**src/rtl/baud_gen_pkg.sv**
```systemverilog
package baud_gen_pkg;

    localparam int SEL_W   = 4;
    localparam int HALF_W  = 11;
    localparam int TAP_W   = 3;
    localparam int PHASE_W = 3;

    localparam logic [SEL_W-1:0]  IDX_1800  = 4'd10;
    localparam logic [HALF_W-1:0] HALF_MAX  = 11'd1536;

    // Half period of each fixed code in master ticks
    function automatic logic [HALF_W-1:0] half_ticks(input logic [SEL_W-1:0] idx,
                                                     input logic [PHASE_W-1:0] ph);
        logic [HALF_W-1:0] h;
        case (idx)
            4'd2:    h = 11'd1536;
            4'd3:    h = 11'd1024;
            4'd4:    h = 11'd568;
            4'd5:    h = 11'd384;
            4'd6:    h = 11'd128;
            4'd7:    h = 11'd32;
            4'd8:    h = 11'd8;
            4'd9:    h = 11'd16;
            4'd10:   h = (ph == 3'd2 || ph == 3'd5) ? 11'd42 : 11'd43;
            4'd11:   h = 11'd64;
            4'd12:   h = 11'd32;
            4'd13:   h = 11'd256;
            4'd14:   h = 11'd512;
            4'd15:   h = 11'd696;
            default: h = 11'd8;
        endcase
        return h;
    endfunction

    function automatic logic is_pass(input logic [SEL_W-1:0] idx);
        return idx[SEL_W-1:1] == '0;
    endfunction

endpackage

```
**src/rtl/baud_tick_src.sv**
```systemverilog
module baud_tick_src (
    input  logic clk,
    input  logic rst_n,
    input  logic src_xtal,
    input  logic ext_clk,
    output logic tick,
    output logic clr
);
    typedef struct packed {
        logic cp1;
        logic cp2;
        logic cp3;
        logic xtal_prev;
        logic armed;
    } src_st_t;

    src_st_t s_d, s_q;
    logic    rise;

    assign rise = s_q.cp2 & ~s_q.cp3;
    assign tick = src_xtal | (rise & ~s_q.armed);
    assign clr  = src_xtal ? s_q.cp2 : (rise & s_q.armed);

    always_comb begin
        s_d           = s_q;
        s_d.cp1       = ext_clk;
        s_d.cp2       = s_q.cp1;
        s_d.cp3       = s_q.cp2;
        s_d.xtal_prev = src_xtal;
        if (s_q.xtal_prev && !src_xtal)
            s_d.armed = 1'b1;
        else if (!src_xtal && rise && s_q.armed)
            s_d.armed = 1'b0;
    end

    always_ff @(posedge clk) begin
        if (!rst_n)
            s_q <= '{cp1: 1'b0, cp2: 1'b0, cp3: 1'b0, xtal_prev: 1'b1, armed: 1'b1};
        else
            s_q <= s_d;
    end
endmodule

```
**src/rtl/baud_prescaler.sv**
```systemverilog
module baud_prescaler #(
    parameter int TAP_W = 3
) (
    input  logic             clk,
    input  logic             rst_n,
    input  logic             tick,
    input  logic             clr,
    output logic [TAP_W-1:0] taps
);
    logic [TAP_W-1:0] cnt_d, cnt_q;

    always_comb begin
        cnt_d = cnt_q;
        if (clr)
            cnt_d = '0;
        else if (tick)
            cnt_d = cnt_q + 1'b1;
    end

    always_ff @(posedge clk) begin
        if (!rst_n) cnt_q <= '0;
        else        cnt_q <= cnt_d;
    end

    assign taps = cnt_q;
endmodule

```
**src/rtl/baud_rate_div.sv**
```systemverilog
module baud_rate_div
    import baud_gen_pkg::*;
(
    input  logic              clk,
    input  logic              rst_n,
    input  logic              tick,
    input  logic              clr,
    input  logic [SEL_W-1:0]  sel_idx,
    input  logic              user_in,
    output logic              z,
    output logic              cur_pass,
    output logic [HALF_W-1:0] cnt
);
    typedef struct packed {
        logic [HALF_W-1:0]  cnt;
        logic [SEL_W-1:0]   cur;
        logic [PHASE_W-1:0] ph;
        logic               z;
    } div_st_t;

    div_st_t           s_d, s_q;
    logic [HALF_W-1:0] half;

    assign half     = half_ticks(s_q.cur, s_q.ph);
    assign cur_pass = is_pass(s_q.cur);

    always_comb begin
        s_d = s_q;
        if (clr) begin
            s_d.cnt = '0;
            s_d.cur = sel_idx;
            s_d.ph  = '0;
            s_d.z   = 1'b0;
        end else if (tick) begin
            if (cur_pass) begin
                s_d.z   = user_in;
                s_d.cur = sel_idx;
                s_d.cnt = '0;
                s_d.ph  = '0;
            end else if (s_q.cnt == half - 1'b1) begin
                s_d.z   = ~s_q.z;
                s_d.cnt = '0;
                s_d.cur = sel_idx;
                if (sel_idx == s_q.cur && s_q.cur == IDX_1800)
                    s_d.ph = (s_q.ph == 3'd5) ? '0 : s_q.ph + 1'b1;
                else
                    s_d.ph = '0;
            end else begin
                s_d.cnt = s_q.cnt + 1'b1;
            end
        end
    end

    always_ff @(posedge clk) begin
        if (!rst_n) s_q <= '0;
        else        s_q <= s_d;
    end

    assign z   = s_q.z;
    assign cnt = s_q.cnt;
endmodule

```
**src/rtl/baud_gen.sv**
```systemverilog
module baud_gen
    import baud_gen_pkg::*;
(
    input  logic             clk,
    input  logic             rst_n,
    input  logic             src_xtal,
    input  logic             ext_clk,
    input  logic [SEL_W-1:0] rate_sel,
    input  logic             user_in,
    output logic             baud_clk,
    output logic [TAP_W-1:0] tap_out,
    output logic             clk_out
);
    logic              tick;
    logic              clr;
    logic              cur_pass;
    logic [HALF_W-1:0] div_cnt;
    logic [SEL_W-1:0]  sel_idx;

    // Index bit order is part of the select behaviour
    assign sel_idx = {rate_sel[2], rate_sel[1], rate_sel[3], rate_sel[0]};

    baud_tick_src u_src (
        .clk      (clk),
        .rst_n    (rst_n),
        .src_xtal (src_xtal),
        .ext_clk  (ext_clk),
        .tick     (tick),
        .clr      (clr)
    );

    baud_prescaler #(.TAP_W(TAP_W)) u_pre (
        .clk   (clk),
        .rst_n (rst_n),
        .tick  (tick),
        .clr   (clr),
        .taps  (tap_out)
    );

    baud_rate_div u_div (
        .clk      (clk),
        .rst_n    (rst_n),
        .tick     (tick),
        .clr      (clr),
        .sel_idx  (sel_idx),
        .user_in  (user_in),
        .z        (baud_clk),
        .cur_pass (cur_pass),
        .cnt      (div_cnt)
    );

    assign clk_out = tick;
endmodule

```
**config.mk**
```make
export PLATFORM = sky130hd
export DESIGN_NAME = baud_gen
export DESIGN_NICKNAME = d
export VERILOG_FILES = /design/src/rtl/baud_gen_pkg.sv /design/src/rtl/baud_tick_src.sv /design/src/rtl/baud_prescaler.sv /design/src/rtl/baud_rate_div.sv /design/src/rtl/baud_gen.sv
export SDC_FILE = /design/constraint.sdc
export NUM_CORES = 1
export LEC_CHECK = 0
export BUFFER_PORTS_ARGS = -buffer_cell sky130_fd_sc_hd__buf_2
export CELL_PAD_IN_SITES_DETAIL_PLACEMENT = 2
export CELL_PAD_IN_SITES_GLOBAL_PLACEMENT = 2
export CORE_UTILIZATION = 37
export DETAILED_ROUTE_END_ITERATION = 12
export PLACE_DENSITY = 0.79
export SLEW_MARGIN = 20
export SYNTH_ARGS = -nofsm -noshare
export SYNTH_HDL_FRONTEND = slang
export SYNTH_SLANG_ARGS = --single-unit
```
**constraint.sdc**
```tcl
create_clock -name clk -period 3.9 [get_ports clk]
set_clock_uncertainty 0.1 [all_clocks]
set_input_delay 0 -clock clk [delete_from_list [all_inputs] [get_ports clk]]
set_output_delay 0 -clock clk [all_outputs]
set_load 0.02 [all_outputs]
```
# --- Word-level counts from Yosys, hierarchy flattened ---
# Index checks and enable logic that the tools add are counted.
# Widths: inputs -> output; s select.
word_totals:
  regBits: 27
  output_inout_bits: 5
  elab_cells: 64
op_classes:
  n_addsub: 4
  n_eq_ne: 17
  mux: 10
  bitwise: 8
  n_reduce_logical: 15
op_table:
  columns: ["operator", "count"]
  rows:
  - ["$pmux 11 s12", 1]
  - ["$eq 4x4->1 const B", 7]
  - ["$mux 8", 3]
  - ["$mux 19", 1]
  - ["$eq 4x3->1 const B", 4]
  - ["$add 11x1->11 const B", 1]
  - ["$eq 11x11->1", 1]
  - ["$mux 11", 1]
  - ["$sub 11x1->11 const B", 1]
  - ["$eq 4x2->1 const B", 2]
  - ["$add 3x1->3 const B", 2]
  - ["$mux 3", 2]
  - ["$reduce_or 2->1", 3]
  - ["$eq 4x4->1", 1]
  - ["$logic_and 1x1->1", 4]
  - ["$not 1->1", 4]
  - ["$reduce_and 2->1", 2]
  - ["$reduce_bool 2->1", 2]
  - ["$and 1x1->1", 3]
  - ["$eq 3x2->1 const B", 1]
  - ["$eq 3x3->1 const B", 1]
  - ["$logic_not 3->1", 1]
  - ["$reduce_bool 3->1", 1]
  - ["$mux 1", 2]
  - ["3 further kinds", 3]

# --- Depth between registers and ports, before layout ---
# Gate-level depths: netlist of the first run.
depth:
  depth_word: 10
  depth_mapped: 13

# --- Modules after synthesis ---
# From an unflattened synthesis of the first run, not the netlist that was laid out.
unflattened:
  hier_cells: 247
  area_unflattened_um2: 2040.7
modules_own_cells:
  columns: ["module", "instances", "cells_each", "area_per_inst_um2", "seq_area_each_um2"]
  rows:
  - ["baud_rate_div", 1, 218, 1731.7, 380.4]
  - ["baud_tick_src", 1, 17, 181.4, 100.1]
  - ["baud_prescaler", 1, 12, 127.6, 60.1]

# --- Worst setup path before layout of the first run ---
# No wires, ideal clock.
synth_path:
  path_kind: "register to register"
  startpoint: "register u_div.s_q[6] in the netlist's numbering"
  endpoint: "register u_div.s_q, in the netlist u_div.cnt[3]"
  arrival_ns: 2.959
  slack_ns: 0.726
  path_stages_with_launch: 14
  period_less_slack_ns: 3.174
  cell_sequence: "dfxtp_1 > nand2b_1 > nor3_1 > nand2_1 > ha_1 > ha_1 > nand3_1 > a21oi_1 > or4_4 > nor4_4 > and4_4 > buf_4 > nor3_1 > a31o_1"
synth_between:
  elab_chain_cells: 7
  elab_cells_between_ends: 20
  cone_classes: "add/sub: 1; eq/ne: 14; mux: 3; reduce/logical: 2"
synth_rtl:
  columns: ["item", "line", "text"]
  rows:
  - ["from (decl)", "baud_rate_div.sv:21", "div_st_t s_d, s_q;"]
  - ["from (signal assigned)", "baud_rate_div.sv:55", "if (!rst_n) s_q <= '0;"]
  - ["from (signal assigned)", "baud_rate_div.sv:56", "else s_q <= s_d;"]
  - ["$eq 4x3->1 / $eq 4x4->1 (equally long branches)", "baud_gen_pkg.sv:15", "case (idx)"]
  - ["$reduce_or 2->1 (no line)", null, null]
  - ["$pmux 11 s12", "baud_gen_pkg.sv:15", null]
  - ["$sub 11x1->11", "baud_rate_div.sv:40", "end else if (s_q.cnt == half - 1'b1) begin"]
  - ["$eq 11x11->1", "baud_rate_div.sv:40", null]
  - ["$mux 11", "baud_rate_div.sv:40", null]
  - ["$mux 19 *", "baud_rate_div.sv:35", "if (cur_pass) begin"]
# Every way passes the cells marked *; elsewhere a longest branch is shown, timed or not.
# A chain may end at the register's enable or synchronous reset.

# --- Final worst setup path of the first run ---
layout_path:
  startpoint: "register u_div.s_q[7] in the netlist's numbering"
  endpoint: "register u_div.s_q[1] in the netlist's numbering"
layout_between:
  elab_chain_cells: 7
  elab_cells_between_ends: 25
  cone_classes: "add/sub: 1; eq/ne: 15; mux: 4; reduce/logical: 5"
layout_rtl:
  columns: ["item", "line"]
  rows:
  - ["$eq 4x3->1 / $eq 4x4->1 (equally long branches)", "baud_gen_pkg.sv:15"]
  - ["$reduce_or 2->1 (no line)", null]
  - ["$pmux 11 s12", "baud_gen_pkg.sv:15"]
  - ["$sub 11x1->11", "baud_rate_div.sv:40"]
  - ["$eq 11x11->1", "baud_rate_div.sv:40"]
  - ["$reduce_bool 2->1 (no line)", null]
  - ["$reduce_and 2->1 (no line)", null]
# Parallel ways exist; a longest one is shown, timed or not. The select of a mux whose other input is x is not followed.

==> results of run 1 <==
[cell usage after synthesis (2+ instances only)]
cell      instances  area (sq um)
nand2_1          30           113
dfxtp_1          27           541
a21oi_1          15          75.1
nor2_1           12          45.0
and2_1            9          56.3
nand3_1           9          45.0
o21ai_0           9          45.0
xnor2_1           8          70.1
xor2_1            8          70.1
and3_1            6          37.5
inv_1             6          22.5
nor3_1            6          30.0
a22oi_1           5          37.5
nand2b_1          5          31.3
nand4_1           5          31.3
nor2b_1           5          31.3
buf_2             4          20.0
buf_4             4          30.0
clkbuf_1          4          15.0
ha_1              4          50.1
a221oi_1          3          26.3
clkbuf_8          3          41.3
mux2i_1           3          30.0
nand3b_1          3          22.5
o211ai_1          3          22.5
o221ai_1          3          26.3
o31ai_1           3          22.5
a21boi_0          2          15.0
a21boi_1          2          15.0
nand4b_1          2          17.5
o22a_1            2          17.5
o22ai_1           2          12.5
or3_1             2          12.5
or4b_1            2          20.0
[final cells by class]
cell class | count | area (sq um)
fill | 609 | 2960
timing repair buffer | 28 | 198
multi-input combinational | 202 | 1380
tap | 70 | 87.6
clock inverter | 1 | 8.76
sequential | 27 | 541
clock buffer | 3 | 41.3
inverter | 6 | 22.5
[cells by family (layout without fill, tap and decap cells)]
group,after synthesis,in the layout,share of synthesized area
AND/OR/NAND/NOR,112,112,0.314
AO/OA/AOI/OAI,66,66,0.241
flip-flops,27,27,0.262
buffers and inverters,23,38,0.0715
XOR/XNOR,16,16,0.0679
adder cells (fa/ha/maj),5,5,0.0291
multiplexers,3,3,0.0145
[flip-flops by register name (all words and copies together) (netlist names)]
| name | count |
|---|---|
| u_div.z | 1 |
| u_src.s_q | 3 |
| u_div.s_q | 7 |
| u_div.cnt | 11 |
| u_pre.taps | 3 |
| u_src.s_d | 2 |
[worst min path at each step]
stage                  from      endpoint
floorplan           ext_clk  u_src.s_d[3]
global placement    ext_clk  u_src.s_d[3]
detailed placement  ext_clk  u_src.s_d[3]
CTS                 user_in       u_div.z
global route        user_in       u_div.z
finish              user_in       u_div.z
[worst max-delay path, stage by stage, from the launching register on]
cell     delay [ns]
dfxtp_1        0.34
inv_1          0.09
nor3_1         0.45
nand2_1        0.14
ha_1           0.25
ha_1           0.25
nand3_1        0.10
a21oi_1        0.05
or4_4          0.53
nor4_4         0.32
and4_4         0.41
o22ai_2        0.20
a22o_1         0.27
[power by group through the flow]
| stage | clock network (W) | registers [W] | logic, W |
|---|---|---|---|
| 3_5_place_dp | 0 | 0.000305 | 0.000269 |
| 5_1_grt | 0.000193 | 0.000300 | 0.000303 |
| 6_report | 0.000173 | 0.000299 | 0.000279 |
| 2_1_floorplan | 0 | 0.000309 | 0.000200 |
| 3_3_place_gp | 0 | 0.000304 | 0.000259 |
| 4_1_cts | 0.000183 | 0.000299 | 0.000278 |
[layer usage]
metal  share of wire  vias to the layer above
li1                -                      957
met1            0.45                      974
met2            0.51                       31
met3           0.026                       10
met4           0.018                        0
met5               0                        -
[through the flow]
step / setup slack [ns] / hold WS, ns / std cells / total power [W]
final: 0.302 / 0.0472 / 337 / 0.000751
after floorplan: 0.726 / 0.0273 / 252 / 0.000509
after global placement: 0.468 / 0.108 / 325 / 0.000564
after CTS: 0.277 / 0.0370 / 337 / 0.000760
after global routing: 0.122 / 0.0715 / 337 / 0.000797
after detailed placement: 0.333 / 0.120 / 325 / 0.000575
==> results by group, run 1 <==
Min path
  – Min-delay worst type: input pin to flop
  – WHS Path Cells: 4

Global route
  – Met1 Use GR: 0.285
  – Grt peak-use layer: met2
  – Met3 Usage GRT: 0.0345
  – Grt met2 use: 0.411
  – Tot GR Track Use: 0.228
  – Initial antenna violation count: 0
  – Aggregate global routing overflow: 0
  – First-pass GRT wire length: 10700 microns
  – Vias in the first global route: 2176
  – Pin count of the biggest net entering global routing: 26

Yosys
  – Mapped Area: 2060 sq um
  – Post-synthesis register bit count: 27
  – Cells after Synth: 252
  – Syn Nets: 265
  – Synth unique cells: 70
  – YS warnings: 0
  – Register area share after synthesis: 0.262
  – Syn Area/Cell: 8.19 sq um
  – EDFF count, synth: 0
  – Top FF cell, synth: dfxtp_1
  – Post-synthesis async set-or-reset flop share: 0

Clocking
  – Setup bufs post-CTS: 0
  – Root buffer cell: clkbuf_8
  – Clock Latency Late Sink: 0.28 ns
  – CTS tree: built
  – Hold Buf Count CTS: 8
  – Worst-path clk slew: 0.10 ns
  – Bufs on Longest Clock Path: 2
  – Clk sink count: 27
  – H-tree levels: 1
  – CTS buffer count: 3
  – PostCTS Resize Cnt: 0

Die
  – Num rows: 26
  – Die Height: 76.7 microns
  – Initial Utilization: 0.394
  – Core Area: 5240 sq um
  – Die width: 76.7 microns
  – Die area: 5880 sq um
  – I/O pins: 14

Timing
  – Fmax: 278 MHz
  – Slew @ Worst Pin: 0.505 ns
  – RSZ-0062 raised after global routing: no
  – Fin crit period: 3.60 ns
  – Setup Viol. Count Final: 0
  – Max Slew Vio Count: 0
  – Final period util: 0.923
  – Endpoints failing hold: 0
  – Setup TNS Final: 0 ns
  – Slew HR: 0.663

Setup path
  – RR Startpoint: u_div.s_q[7]
  – Worst Setup Start Kind: flop
  – Critical Path Start: u_div.s_q[7]
  – Flop-to-flop setup slack: 0.30 ns
  – Crit Path Class: flop to flop
  – WP data arrival: 3.68 ns
  – CP required: 3.98 ns
  – Worst setup endpoint: u_div.s_q[1]
  – FF-to-FF End: u_div.s_q[1]
  – Max FO, Critical Path: 14
  – Reg2Reg Depth: 12
  – Crit path capture type: flop

Detailed routing
  – Via Count: 1972
  – Via/cell ratio: 5.85
  – Router iterations before antenna repair: 4
  – DR DRC count: 0
  – Initial DRC count: 81
  – Routed WL: 6460 microns
  – ANT nets after route: 0
  – DR WL/cell: 19.2 microns

Cells and area
  – Commonest non-fill, non-tap cell in the layout: nand2_1
  – Final Core Density: 0.434
  – Commonest cells after routing, fill and taps aside: nand2_1 (30), dfxtp_1 (27), a21oi_1 (15)
  – Post-route cell area: 2270 sq um
  – Area delta synth->final: 10.2%
  – Post-layout nets: 281
  – Share of layout cells above drive strength 1: 0.146
  – Number of antenna diodes: 0

Pwr
  – Switching Share: 0.378
  – Flop pwr share: 0.398
  – IR drop worst, VDD: 0.229 mV
  – P_sw: 0.000284 W
  – Internal power: 0.000467 W
  – Pleak: 0.881 nW
  – PwrDens: 330 nW/um^2
  – Clock Power Share: 0.231
  – Combinational fraction of design power: 0.372

Placed design
  – Area after DPL: 2140 sq um
  – IO buf count: 13
  – Hpwl dp: 4580 microns
  – Gp weighted congestion: 0.828

Status
  – Status: completed

Run
  – Max_cap viols: 0
(Power assumes the default switching activity.)
==> inputs of run 2 (changes only) <==
--- a/config.mk
+++ b/config.mk
@@ -5,12 +5,14 @@
 export SDC_FILE = /design/constraint.sdc
 export NUM_CORES = 1
 export LEC_CHECK = 0
+export ABC_AREA = 1
 export BUFFER_PORTS_ARGS = -buffer_cell sky130_fd_sc_hd__buf_2
 export CELL_PAD_IN_SITES_DETAIL_PLACEMENT = 2
 export CELL_PAD_IN_SITES_GLOBAL_PLACEMENT = 2
-export CORE_UTILIZATION = 37
+export CORE_UTILIZATION = 32
 export DETAILED_ROUTE_END_ITERATION = 12
-export PLACE_DENSITY = 0.79
+export GPL_TIMING_DRIVEN = 0
+export PLACE_DENSITY = 0.77
 export SLEW_MARGIN = 20
 export SYNTH_ARGS = -nofsm -noshare
 export SYNTH_HDL_FRONTEND = slang
==> run 2 against run 1 <==
Net effect: global-route usage down 3.7 points; maximum frequency grew 18%; sequential cell count stayed put; critical endpoint is now u_div.cnt[7]; critical path type unchanged; highest routed layer unchanged; sequential power up 4%; count of clock-buffer cells in the layout unchanged; worst hold slack got worse by 0.026 ns.
==> results by group, run 2 <==
Setup path
  – Critical path's slowest cell: ha_1 (was or4_4)
  – CP Cell Sequence: buf_4 -> nand2_2 -> nor2_1 -> nand2_1 -> ha_1 -> ha_1 -> inv_1 -> nand2_1 -> nand2_1 -> nor2_1 -> nand4_1 -> nor2_1 -> nand3_1 -> nor2_1 -> nand2_2 -> nand2_4 -> nand2_2 -> nand2_2 -> buf_6 -> nor2_2 (was inv_1 -> nor3_1 -> nand2_1 -> ha_1 -> ha_1 -> nand3_1 -> a21oi_1 -> or4_4 -> nor4_4 -> and4_4 -> o22ai_2 -> a22o_1)
  – Max FO, Critical Path: 10 (was 14)
  – Worst path buffer plus inverter count: 3 (was 1)
  – Critical Path Start: u_div.s_q[5] (was u_div.s_q[7])
  – WP data arrival: 3.13 ns (was 3.68 ns)
  – Crit path capture type: flop (unchanged)
  – Flop-to-flop setup slack: 0.85 ns (was 0.30 ns)
  – CP required: 3.99 ns (was 3.98 ns)
  – Worst setup endpoint: u_div.cnt[7] (was u_div.s_q[1])
  – Reg2Reg Depth: 20 (was 12)
  – Worst Setup Start Kind: flop (unchanged)
  – FF-to-FF End: u_div.cnt[7] (was u_div.s_q[1])
  – CP Depth: 20 (was 12)
  – Crit Path Class: flop to flop (unchanged)
  – Delay-heaviest family, CP: simple AND/OR/NAND/NOR gates (unchanged)
  – RR Startpoint: u_div.s_q[5] (was u_div.s_q[7])
  – Largest stage delay on the critical path: 0.35 ns (was 0.53 ns)

Pwr
  – PwrDens: 367 nW/um^2 (was 330 nW/um^2)
  – IR drop worst, VDD: 0.165 mV (was 0.229 mV)
  – Pleak: 0.926 nW (was 0.881 nW)

Timing
  – Slew HR: 0.658 (was 0.663)
  – RSZ-0062 raised after global routing: no (unchanged)
  – Max Slew Vio Count: 0 (unchanged)
  – Endpoints failing hold: 0 (unchanged)
  – Final period util: 0.781 (was 0.923)
  – Slew @ Worst Pin: 0.513 ns (was 0.505 ns)
  – Fmax: 328 MHz (was 278 MHz)
  – Fin crit period: 3.05 ns (was 3.60 ns)
  – Post-Route Hold Slack: 0.0214 ns (was 0.0472 ns)
  – Setup TNS Final: 0 ns (unchanged)
  – Setup Viol. Count Final: 0 (unchanged)

Clocking
  – Bufs on Longest Clock Path: 2 (unchanged)
  – Hold Buf Count CTS: 7 (was 8)
  – Root buffer cell: clkbuf_8 (unchanged)
  – Clock Latency Late Sink: 0.28 ns (about the same)
  – CTS tree: built (unchanged)
  – PostCTS Resize Cnt: 0 (unchanged)
  – CTS buffer count: 3 (unchanged)
  – H-tree levels: 1 (unchanged)
  – Worst-path clk slew: 0.10 ns (about the same)
  – Setup bufs post-CTS: 0 (unchanged)
  – Clk sink count: 27 (unchanged)

Yosys
  – Area leader, netlist: dfxtp_1 (unchanged)
  – Share of the synthesized area in the top cell type: 0.309 (was 0.262)
  – Synth unique cells: 29 (was 70)
  – Syn Nets: 284 (was 265)
  – Register area share after synthesis: 0.309 (was 0.262)
  – Cells after Synth: 271 (was 252)
  – EDFF count, synth: 0 (unchanged)
  – Mapped Area: 1750 sq um (was 2060 sq um)
  – Top FF cell, synth: dfxtp_1 (unchanged)
  – Post-synthesis async set-or-reset flop share: 0 (unchanged)
  – Most frequent cell after synthesis: nand2_1 (unchanged)
  – YS warnings: 0 (unchanged)
  – Post-synth top cells: nand2_1 (81), inv_1 (30), dfxtp_1 (27) (was nand2_1 (30), dfxtp_1 (27), a21oi_1 (15))
  – Post-synthesis register bit count: 27 (unchanged)
  – Syn Area/Cell: 6.46 sq um (was 8.19 sq um)
  – Top cells by area, synth: dfxtp_1 (31%), nand2_1 (17%), inv_1 (6.4%) (was dfxtp_1 (26%), nand2_1 (5.5%), a21oi_1 (3.6%))

Detailed routing
  – DR WL/cell: 14.1 microns (was 19.2 microns)
  – Initial DRC count: 25 (was 81)
  – Routed WL: 5120 microns (was 6460 microns)
  – ANT nets after route: 0 (unchanged)
  – DR DRC count: 0 (unchanged)
  – Router iterations before antenna repair: 4 (unchanged)
  – Via Count: 1812 (was 1972)
  – Via/cell ratio: 4.98 (was 5.85)

Die
  – Num rows: 26 (unchanged)
  – Core Area: 5170 sq um (was 5240 sq um)
  – Die width: 76.0 microns (was 76.7 microns)
  – I/O pins: 14 (unchanged)
  – Initial Utilization: 0.338 (was 0.394)
  – Die area: 5770 sq um (was 5880 sq um)
  – Die Height: 76.0 microns (was 76.7 microns)

Cells and area
  – Post-layout nets: 308 (was 281)
  – Fillers: 635 (was 609)
  – Commonest non-fill, non-tap cell in the layout: nand2_1 (unchanged)
  – Share of layout cells above drive strength 1: 0.160 (was 0.146)
  – Non-filler cells, final: 364 (was 337)
  – Area delta synth->final: 15.1% (was 10.2%)
  – Commonest cells after routing, fill and taps aside: nand2_1 (81), inv_1 (30), dfxtp_1 (27) (was nand2_1 (30), dfxtp_1 (27), a21oi_1 (15))
  – Number of antenna diodes: 0 (unchanged)
  – Max FFs per register: 11 (unchanged)

Placed design
  – IO buf count: 12 (was 13)
  – Gp weighted congestion: 0.734 (was 0.828)
  – Dpl cells: 353 (was 325)
  – Hpwl dp: 4030 microns (was 4580 microns)

Global route
  – Tot GR Track Use: 0.191 (was 0.228)
  – First-pass GRT wire length: 8890 microns (was 10700 microns)
  – Vias in the first global route: 1956 (was 2176)
  – Initial antenna violation count: 0 (unchanged)
  – Aggregate global routing overflow: 0 (unchanged)
  – Pin count of the biggest net entering global routing: 16 (was 26)

Run
  – Max_cap viols: 0 (unchanged)

Status
  – Status: completed (unchanged)

Min path
  – Min-delay worst type: input pin to flop (unchanged)
-- run 2: worst min path at each step --
stage | from | endpoint | depth (start not counted)
2_1_floorplan | ext_clk | u_src.s_d[3] | 2
4_1_cts | rst_n | u_src.s_q[1] | 2
6_report | rst_n | u_src.s_q[1] | 2
3_3_place_gp | ext_clk | u_src.s_d[3] | 3
3_5_place_dp | ext_clk | u_src.s_d[3] | 3
5_1_grt | rst_n | u_src.s_q[1] | 2
-- run 2: kinds of logic (layout without fill, tap and decap cells) --
logic type | count (synthesis) | count (layout) | synth area share
adders and majority gates | 4 | 4 | 0.0286
xor gates and xnor gates | 13 | 13 | 0.0650
DFF | 27 | 27 | 0.309
buffers and inverters | 41 | 64 | 0.0944
AOI/OAI and AO/OA | 22 | 22 | 0.0701
and+or+nand+nor | 164 | 164 | 0.433
-- run 2: metal layers --
layer,vias to the layer above,routed length [microns],global-route usage
met5,-,0,0
met4,0,39,0.0442
met3,4,64,0.0253
met2,10,2600,0.359
met1,895,2410,0.228
li1,903,-,-
-- run 2: worst register-to-register path, delay by kind of cell (launching register included) --
family,cells,cell delay [ns]
AND/OR/NAND/NOR,15,1.49
adder cells (fa/ha/maj),2,0.66
buffers and inverters,3,0.38
flip-flops,1,0.33
-- run 2: final cells by class --
class                           instances  area, sq um  share of cell area
Multi-Input combinational cell        203         1040               0.519
Inverter                               36          135              0.0671
Sequential cell                        27          541               0.268
Buffer                                  5         30.0              0.0149
Tap cell                               70         87.6              0.0435
Clock buffer                            3         41.3              0.0205
Clock inverter                          1         5.00             0.00248
Timing Repair Buffer                   19          130              0.0646
-- run 2: where the power goes --
part / internal, W / total (W) / switching [W]
registers: 0.000292 / 0.000311 / 0.0000189
clock network: 0.0000720 / 0.000171 / 0.0000989
logic: 0.0000911 / 0.000257 / 0.000166
-- run 2: through the flow --
| step | area, sq um | utilization | total power [W] | setup WS (ns) |
|---|---|---|---|---|
| 6_report | 2010 | 0.389 | 0.000739 | 0.852 |
| 5_1_grt | 2010 | 0.389 | 0.000796 | 0.505 |
| 4_1_cts | 2010 | 0.389 | 0.000749 | 0.814 |
| 3_5_place_dp | 1900 | 0.367 | 0.000572 | 0.852 |
| 3_3_place_gp | 1900 | 0.367 | 0.000562 | 0.924 |
| 2_1_floorplan | 1750 | - | 0.000507 | 1.39 |
